**config.mk**
```make
export PLATFORM = sky130hd
export DESIGN_NAME = mtst_compare
export DESIGN_NICKNAME = d
export VERILOG_FILES = /design/src/rtl/mtst_pkg.sv /design/src/rtl/mtst_compare.sv
export SDC_FILE = /design/constraint.sdc
export NUM_CORES = 1
export LEC_CHECK = 0
export ABC_AREA = 1
export BUFFER_PORTS_ARGS = -buffer_cell sky130_fd_sc_hd__clkbuf_2
export CAP_MARGIN = 40
export CORE_MARGIN = 3
export CORE_UTILIZATION = 54
export CTS_BUF_LIST = sky130_fd_sc_hd__clkbuf_2 sky130_fd_sc_hd__clkbuf_4 sky130_fd_sc_hd__clkbuf_8
export CTS_CLUSTER_SIZE = 25
export DETAILED_ROUTE_END_ITERATION = 6
export PLACE_DENSITY_LB_ADDON = 0.1
export SLEW_MARGIN = 20
export SYNTH_ARGS = -nofsm -noshare
export SYNTH_HDL_FRONTEND = slang
export SYNTH_SLANG_ARGS = --single-unit
```
**constraint.sdc**
```tcl
create_clock -name clk -period 3.5 [get_ports clk]
set_input_delay 0.175 -clock clk [delete_from_list [all_inputs] [get_ports clk]]
set_output_delay 0.175 -clock clk [all_outputs]
set_load 0.05 [all_outputs]
```
**src/rtl/mtst_pkg.sv**
```systemverilog
package mtst_pkg;

    localparam int DATA_W = 32;

    typedef enum logic [2:0] {
        ST_IDLE,
        ST_WREQ,
        ST_RREQ,
        ST_RWAIT,
        ST_GAP,
        ST_FIN
    } tst_state_t;

    // size code to byte-address shift: 0 -> 0, 1 -> 1, 2/3 -> 2
    function automatic logic [1:0] sz_shift(input logic [1:0] code);
        case (code)
            2'd0:    sz_shift = 2'd0;
            2'd1:    sz_shift = 2'd1;
            default: sz_shift = 2'd2;
        endcase
    endfunction

    function automatic logic [DATA_W-1:0] lane_mask(input logic [1:0] sh);
        case (sh)
            2'd0:    lane_mask = 32'h0000_00FF;
            2'd1:    lane_mask = 32'h0000_FFFF;
            default: lane_mask = 32'hFFFF_FFFF;
        endcase
    endfunction

    function automatic logic [DATA_W-1:0] xs_next(input logic [DATA_W-1:0] v);
        logic [DATA_W-1:0] t;
        t = v ^ (v << 13);
        t = t ^ (t >> 17);
        t = t ^ (t << 5);
        return t;
    endfunction

endpackage

```
**src/rtl/mtst_compare.sv**
```systemverilog
module mtst_compare
    import mtst_pkg::*;
#(
    parameter int AW = 8
) (
    input  logic              clk,
    input  logic              rst,
    input  logic              clear,
    input  logic              check,
    input  logic [AW-1:0]     addr,
    input  logic [DATA_W-1:0] exp_val,
    input  logic [DATA_W-1:0] act_val,
    input  logic [DATA_W-1:0] lmask,
    output logic              fail,
    output logic [AW:0]       errs,
    output logic [AW-1:0]     first_addr,
    output logic [DATA_W-1:0] first_exp,
    output logic [DATA_W-1:0] first_act
);
    logic mismatch;
    assign mismatch = ((exp_val ^ act_val) & lmask) != '0;

    always_ff @(posedge clk) begin
        if (rst || clear) begin
            fail       <= 1'b0;
            errs       <= '0;
            first_addr <= '0;
            first_exp  <= '0;
            first_act  <= '0;
        end else if (check && mismatch) begin
            if (errs != {(AW+1){1'b1}}) errs <= errs + 1'b1;
            if (!fail) begin
                fail       <= 1'b1;
                first_addr <= addr;
                first_exp  <= exp_val & lmask;
                first_act  <= act_val & lmask;
            end
        end
    end

    AST_FAIL_STICKY: assert property (@(posedge clk) disable iff (rst)
        (fail && !clear) |=> fail);
    AST_ERR_FLAG: assert property (@(posedge clk) disable iff (rst)
        (errs != '0) |-> fail);

endmodule

```
==> results.toml, run 1 <==
[route]
drc_errors = 0
drtAntennaViolNets = 0
dr.pass1.iters = 5
routed_wl_um = 12400
routedWlPerCell_um = 11.4
drt_iter0_drc = 170
vias_per_cell = 4.63
vias = 5053

[power]
ir_drop_mv = 0.241
pwr_density_cell_mw_per_mm2 = 397
p_leak_nw = 3.58

[global_route]
use_met1_pct = 34.2
grt_pass1_vias = 4530
grt-ovfl-total = 0
antenna_found_initial = 0
grt_pass1_wl_um = 20700
use_met3_pct = 6.07
grt_use_met2_pct = 43.0
grt_max_degree = 61
grt.total_usage_pct = 26.1
busiest_layer = "met2"

[finish]
final_cell_mix = "nand2_1, clkbuf_2, inv_1"
diodes = 0
final_common_cell = "nand2_1"
final-seq-area_mm2 = 0.00164
drive_gt1_share_pct = 21.6
final_area_mm2 = 0.00577
fillCellCount = 782
multi_input_area_mm2 = 0.00219
final_nets = 1094
area.growth.synth_to_final_pct = 26.5

[floorplanning]
die_h_um = 97.9
rows = 32
pin_count = 190
core-area_mm2 = 0.00797
start_util_pct = 57.2
die_area_mm2 = 0.00958
fp.dieW_um = 97.9

[sta]
slew_headroom_pct = 47.3
worst_pin_slew_ns = 0.789
skew_ns = 0.00961
tns_ns = 0
fin_crit_sh_pct = 51.7
slew_viol_final = 0
min_period_ns = 1.81
fmax_mhz = 553
rsz0062_at_grt = "no"
setup_viol = 0
finalHoldViolations = 0

[setup_path]
cp.arrival_ns = 2.06
crit_path_end_kind = "register"
reg2reg_from = "errs[3]"
cp_num_buf_inv = 2
crit_path_max_fanout = 9
crit_family = "simple AND/OR/NAND/NOR gates"
cpMaxStageDelayCell = "dfxtp_1"
startpoint_type = "register"
crit_chain = "nand2_1 > nor2_1 > nand3_1 > nor3_1 > ha_1 > inv_1 > nand3_1 > nand2_1 > inv_1 > nor2_1"
crit_start = "errs[3]"
cpPeakStageDelay_ns = 0.43
critPathKind = "reg -> reg"
required_ns = 3.75

[synthesis]
synthDistinctLibCells = 20
ys_ff_latch = 82
ys_seq_area_share_pct = 36.0
synth_simple_gate_area_share_pct = 46.5
synthMuxAreaShare_pct = 0
synth_cells = 810
synth.cell_area_mm2 = 0.00456
synth_fa_ha_area_share_pct = 0.549
synth_compound_area_share_pct = 0.220
syn_area_per_cell_um2 = 5.63
synth.yosys.warnings = 0
synth_xor_area_share_pct = 0.384
syn-num-nets = 920
synth_top_family_by_area = "simple AND/OR/NAND/NOR gates"

[placed_design]
dpl_cell_area_mm2 = 0.00555
routabilityCongestion = 0.856
dpl.hpwl_um = 9300
io_buffer_count = 189

[cts]
clkSinkCount = 82
postCtsHoldBufs = 0
cts_resized = 0
cts_tree = "built"
clockBufferDepth = 2
cts_post_setup_buffers_inserted = 0
htreeDepth = 3
clk-insertion-delay-late_ns = 0.36
cts_buffers = 9
cts_root_buf = "clkbuf_8"
cts.clk_slew.worst_paths_ns = 0.08

[run]
drv_cap = 0

[run_status]
status = "completed"

[worst_hold_path]
hold_path_class = "in -> reg"
holdCritStartpoint = "addr[6]"
## worst paths after layout
| check | cells after the start | to | slack, ns |
|---|---|---|---|
| worst max-delay path | 10 | errs[2] | 1.69 |
| worst min-delay path | 3 | first_addr[6] | 0.04 |
| worst max register to register | 10 | errs[2] | 1.69 |
| worst min register to register | 4 | first_addr[6] | 0.51 |
## metrics by stage
step           setup WS [ns]  utilization, %  instances  hold WS, ns  power (mW)
6_report                1.69            72.4       1091       0.0362        2.29
5_1_grt                 1.42            72.4       1091       0.0461        2.41
4_1_cts                 1.69            72.4       1091       0.0293        2.31
3_5_place_dp            1.43            69.6       1075        0.403        1.54
3_3_place_gp            1.43            69.6       1075        0.401        1.53
2_1_floorplan           1.54               -        810        0.310        1.37
## flip-flops by register name, summed over array words and instances (netlist names)
signal / cells
errs: 9
fail: 1
first_exp: 32
first_act: 32
first_addr: 8
## report_power, final
| part | switching, mW | total [mW] | leakage [nW] | internal (mW) |
|---|---|---|---|---|
| clock | 0.349 | 0.776 | 0.113 | 0.427 |
| combinational | 0.362 | 0.523 | 2.80 | 0.162 |
| sequential | 0.0211 | 0.991 | 0.669 | 0.970 |
## cells in the mapped netlist, drive strengths merged
library cell	n	area share [%]
nand2	340	28
dfxtp	82	36
buf	15	2.1
nor3	1	0.11
clkbuf	17	1.4
a21oi	1	0.11
nand3	13	1.5
xor2	1	0.19
ha	2	0.55
o21ai	1	0.11
clkinv	1	0.082
nand4	36	4.9
nor2	144	12
inv	155	13
xnor2	1	0.19
## tightest hold or removal path: stages
cell and delay, ns:
clkbuf_2 0.07, nor2_1 0.03, nor2_1 0.08
## metal layers
metal,part of all wire [%],vias to the layer above
met5,0,-
met4,1.6,0
met3,9.0,16
met2,47,177
met1,43,2155
li1,-,2705
## cells by family after synthesis
| logic type | count (synthesis) |
|---|---|
| compound gates | 2 |
| xor+xnor | 2 |
| fa+ha+maj | 2 |
| buf+inv | 188 |
| flops | 82 |
| simple gates | 534 |
## layout make-up
| class | instances | area share [%] |
|---|---|---|
| clock buffers | 11 | 2.52 |
| clock inverters | 5 | 1.34 |
| inverters | 156 | 10.2 |
| multi-input cells | 540 | 37.9 |
| flip-flops and latches | 82 | 28.5 |
| well taps | 102 | 2.21 |
| repair buffers | 195 | 17.4 |
Power figures use the tool's default switching activity.
==> run 2, diff against run 1 <==
--- a/config.mk
+++ b/config.mk
@@ -5,11 +5,11 @@
 export SDC_FILE = /design/constraint.sdc
 export NUM_CORES = 1
 export LEC_CHECK = 0
-export ABC_AREA = 1
+export ABC_AREA = 0
 export BUFFER_PORTS_ARGS = -buffer_cell sky130_fd_sc_hd__clkbuf_2
 export CAP_MARGIN = 40
 export CORE_MARGIN = 3
-export CORE_UTILIZATION = 54
+export CORE_UTILIZATION = 43
 export CTS_BUF_LIST = sky130_fd_sc_hd__clkbuf_2 sky130_fd_sc_hd__clkbuf_4 sky130_fd_sc_hd__clkbuf_8
 export CTS_CLUSTER_SIZE = 25
 export DETAILED_ROUTE_END_ITERATION = 6
==> constraint.sdc (replaced) <==
create_clock -name clk -period 1.49 [get_ports clk]
set_input_delay 0.0745 -clock clk [delete_from_list [all_inputs] [get_ports clk]]
set_output_delay 0.0745 -clock clk [all_outputs]
set_load 0.05 [all_outputs]
==> results.toml, run 2 <==
[synthesis]
yosysTopAreaCell = "dfxtp_1"
synthDistinctLibCells = 33
yosysMostFrequentCell = "dfxtp_1"
synth.area.top_cells = "dfxtp_1, mux2i_1, nand3_1"
syn-num-nets = 534
synth_edf_count = 0
ys_top_cells_by_count = "dfxtp_1, nand3_1, nand2_1, mux2i_1, xor2_1"
synthFlopType = "dfxtp_1"
synth_cells = 424
synth.yosys.warnings = 0
ys_seq_area_share_pct = 42.5
synth.cell_area_mm2 = 0.00386
synthArstFlopShare_pct = 0
ys_ff_latch = 82
synth.top_cell.area_share_pct = 42.5
syn_area_per_cell_um2 = 9.11

[global_route]
antenna_found_initial = 0
grt-ovfl-total = 0
grt_max_degree = 62
grt_pass1_wl_um = 21900
grt.total_usage_pct = 27.4
grt_pass1_vias = 4498

[cts]
clk-insertion-delay-late_ns = 0.36
htreeDepth = 3
cts.clk_slew.worst_paths_ns = 0.09
cts_tree = "built"
cts_root_buf = "clkbuf_8"
cts_buffers = 9
clkSinkCount = 82
clockBufferDepth = 2

[setup_path]
crit_path_end_kind = "register"
startpoint_type = "input pin"
crit_path_max_fanout = 6
critPathKind = "in -> reg"
cp.arrival_ns = 2.04
ff2ff_setup_slack_ns = -0.24
required_ns = 1.77

[finish]
final_area_mm2 = 0.00658
final-seq-area_mm2 = 0.00166
largestRegisters = "first_act: 32 flops, first_exp: 32 flops, errs: 9 flops"
drive_gt1_share_pct = 46.1
final_nets = 851
final_cell_mix = "clkbuf_2, buf_4, nand3_1, dfxtp_1, nand2_1"
final_common_cell = "clkbuf_2"
fillCellCount = 616
multi_input_area_mm2 = 0.00223
area.growth.synth_to_final_pct = 70.4
final_cell_count_no_fill = 851
diodes = 0

[route]
drt_iter0_drc = 162
routed_wl_um = 14400
dr.pass1.iters = 4
routedWlPerCell_um = 16.9
vias_per_cell = 5.22
drc_errors = 0
vias = 4440
drtAntennaViolNets = 0

[power]
total_power_mw = 5.04
pwr_density_cell_mw_per_mm2 = 766
ir_drop_mv = 0.525
p_leak_nw = 3.06

[sta]
slew_viol_final = 0
slew_headroom_pct = 74.6
min_period_ns = 1.76
skew_ns = 0.00913
worst_pin_slew_ns = 0.380
setup_viol = 82
fin_crit_sh_pct = 118
finalWorstSetupSlack_ns = -0.268
finalHoldViolations = 0
fmax_mhz = 569
rsz0062_at_grt = "yes"

[floorplanning]
rows = 33
fp.dieW_um = 101
core-area_mm2 = 0.00846
die_h_um = 101
die_area_mm2 = 0.0102
start_util_pct = 45.6
pin_count = 190

[placed_design]
io_buffer_count = 189
routabilityCongestion = 0.824
dpl.hpwl_um = 9160
dpl_cell_area_mm2 = 0.00550
dp_cells = 768

[worst_hold_path]
hold_path_class = "in -> reg"

[run_status]
status = "finished, violations left"
failed_checks = "negative setup slack"

[run]
drv_cap = 0
run 2: cell families after synthesis:
group / count (synthesis) / share of synthesized area [%]
adders and majority gates: 2 / 0.648
buffers and inverters: 29 / 4.02
xor gates and xnor gates: 32 / 7.25
muxes: 64 / 16.6
DFF: 82 / 42.5
and+or+nand+nor: 162 / 19.9
AOI/OAI and AO/OA: 53 / 9.16
run 2: worst max-delay path: stages:
cell,delay (ns)
buf_6,0.10
xor2_2,0.17
a22oi_2,0.26
nand4_1,0.18
buf_6,0.16
o41ai_4,0.39
buf_6,0.17
nor2_4,0.07
buf_12,0.17
buf_16,0.13
mux2i_1,0.17
run 2: repair_timing:
item	in CTS	in global routing
hold endpoints to repair	35	0
pin swaps	18	17
gates resized for setup	22	34
hold buffers	38	0
buffers inserted	11	12
endpoints found under the setup margin	82	82
gates cloned	11	2
run 2: area by class of cell:
class	count	share of cell area, %
sequential	82	25.2
inverter	2	0.114
clock buffer	11	2.20
timing repair buffer	331	36.1
tap	105	2.00
clock inverter	5	0.570
multi-input combinational	315	33.9
run 2: path summary, 6_finish.rpt:
path / start / end / cells past startpoint
min: exp_val[7] / first_exp[7] / 3
min reg2reg: first_act[8] / first_act[8] / 2
max reg2reg: errs[5] / errs[2] / 6
max: exp_val[20] / first_exp[3] / 11
run 2: per-stage QoR:
| stage | hold WS (ns) | setup TNS, ns | util, % | setup WS [ns] |
|---|---|---|---|---|
| finish | 0.00114 | -14.56 | 77.8 | -0.268 |
| global route | 0.00289 | -17.65 | 77.8 | -0.306 |
| CTS | 0.0000648 | -6.16 | 76.6 | -0.211 |
| detailed placement | 0.320 | -38.60 | 65.0 | -0.616 |
| global placement | 0.318 | -34.13 | 65.0 | -0.554 |
| floorplan | 0.226 | -8.80 | - | -0.261 |
run 2: layer usage:
metal | vias to the layer above | wire length (um) | GRT usage, %
met5 | - | 0 | 0
met4 | 0 | 442 | 11.3
met3 | 34 | 1030 | 6.92
met2 | 167 | 7420 | 50.2
met1 | 2079 | 5460 | 29.8
li1 | 2160 | - | -
run 2: power breakdown:
| part | internal [mW] | switching (mW) |
|---|---|---|
| Clock | 0.677 | 0.866 |
| Sequential | 2.23 | 0.0303 |
| Combinational | 0.602 | 0.636 |
| Total | 3.51 | 1.53 |
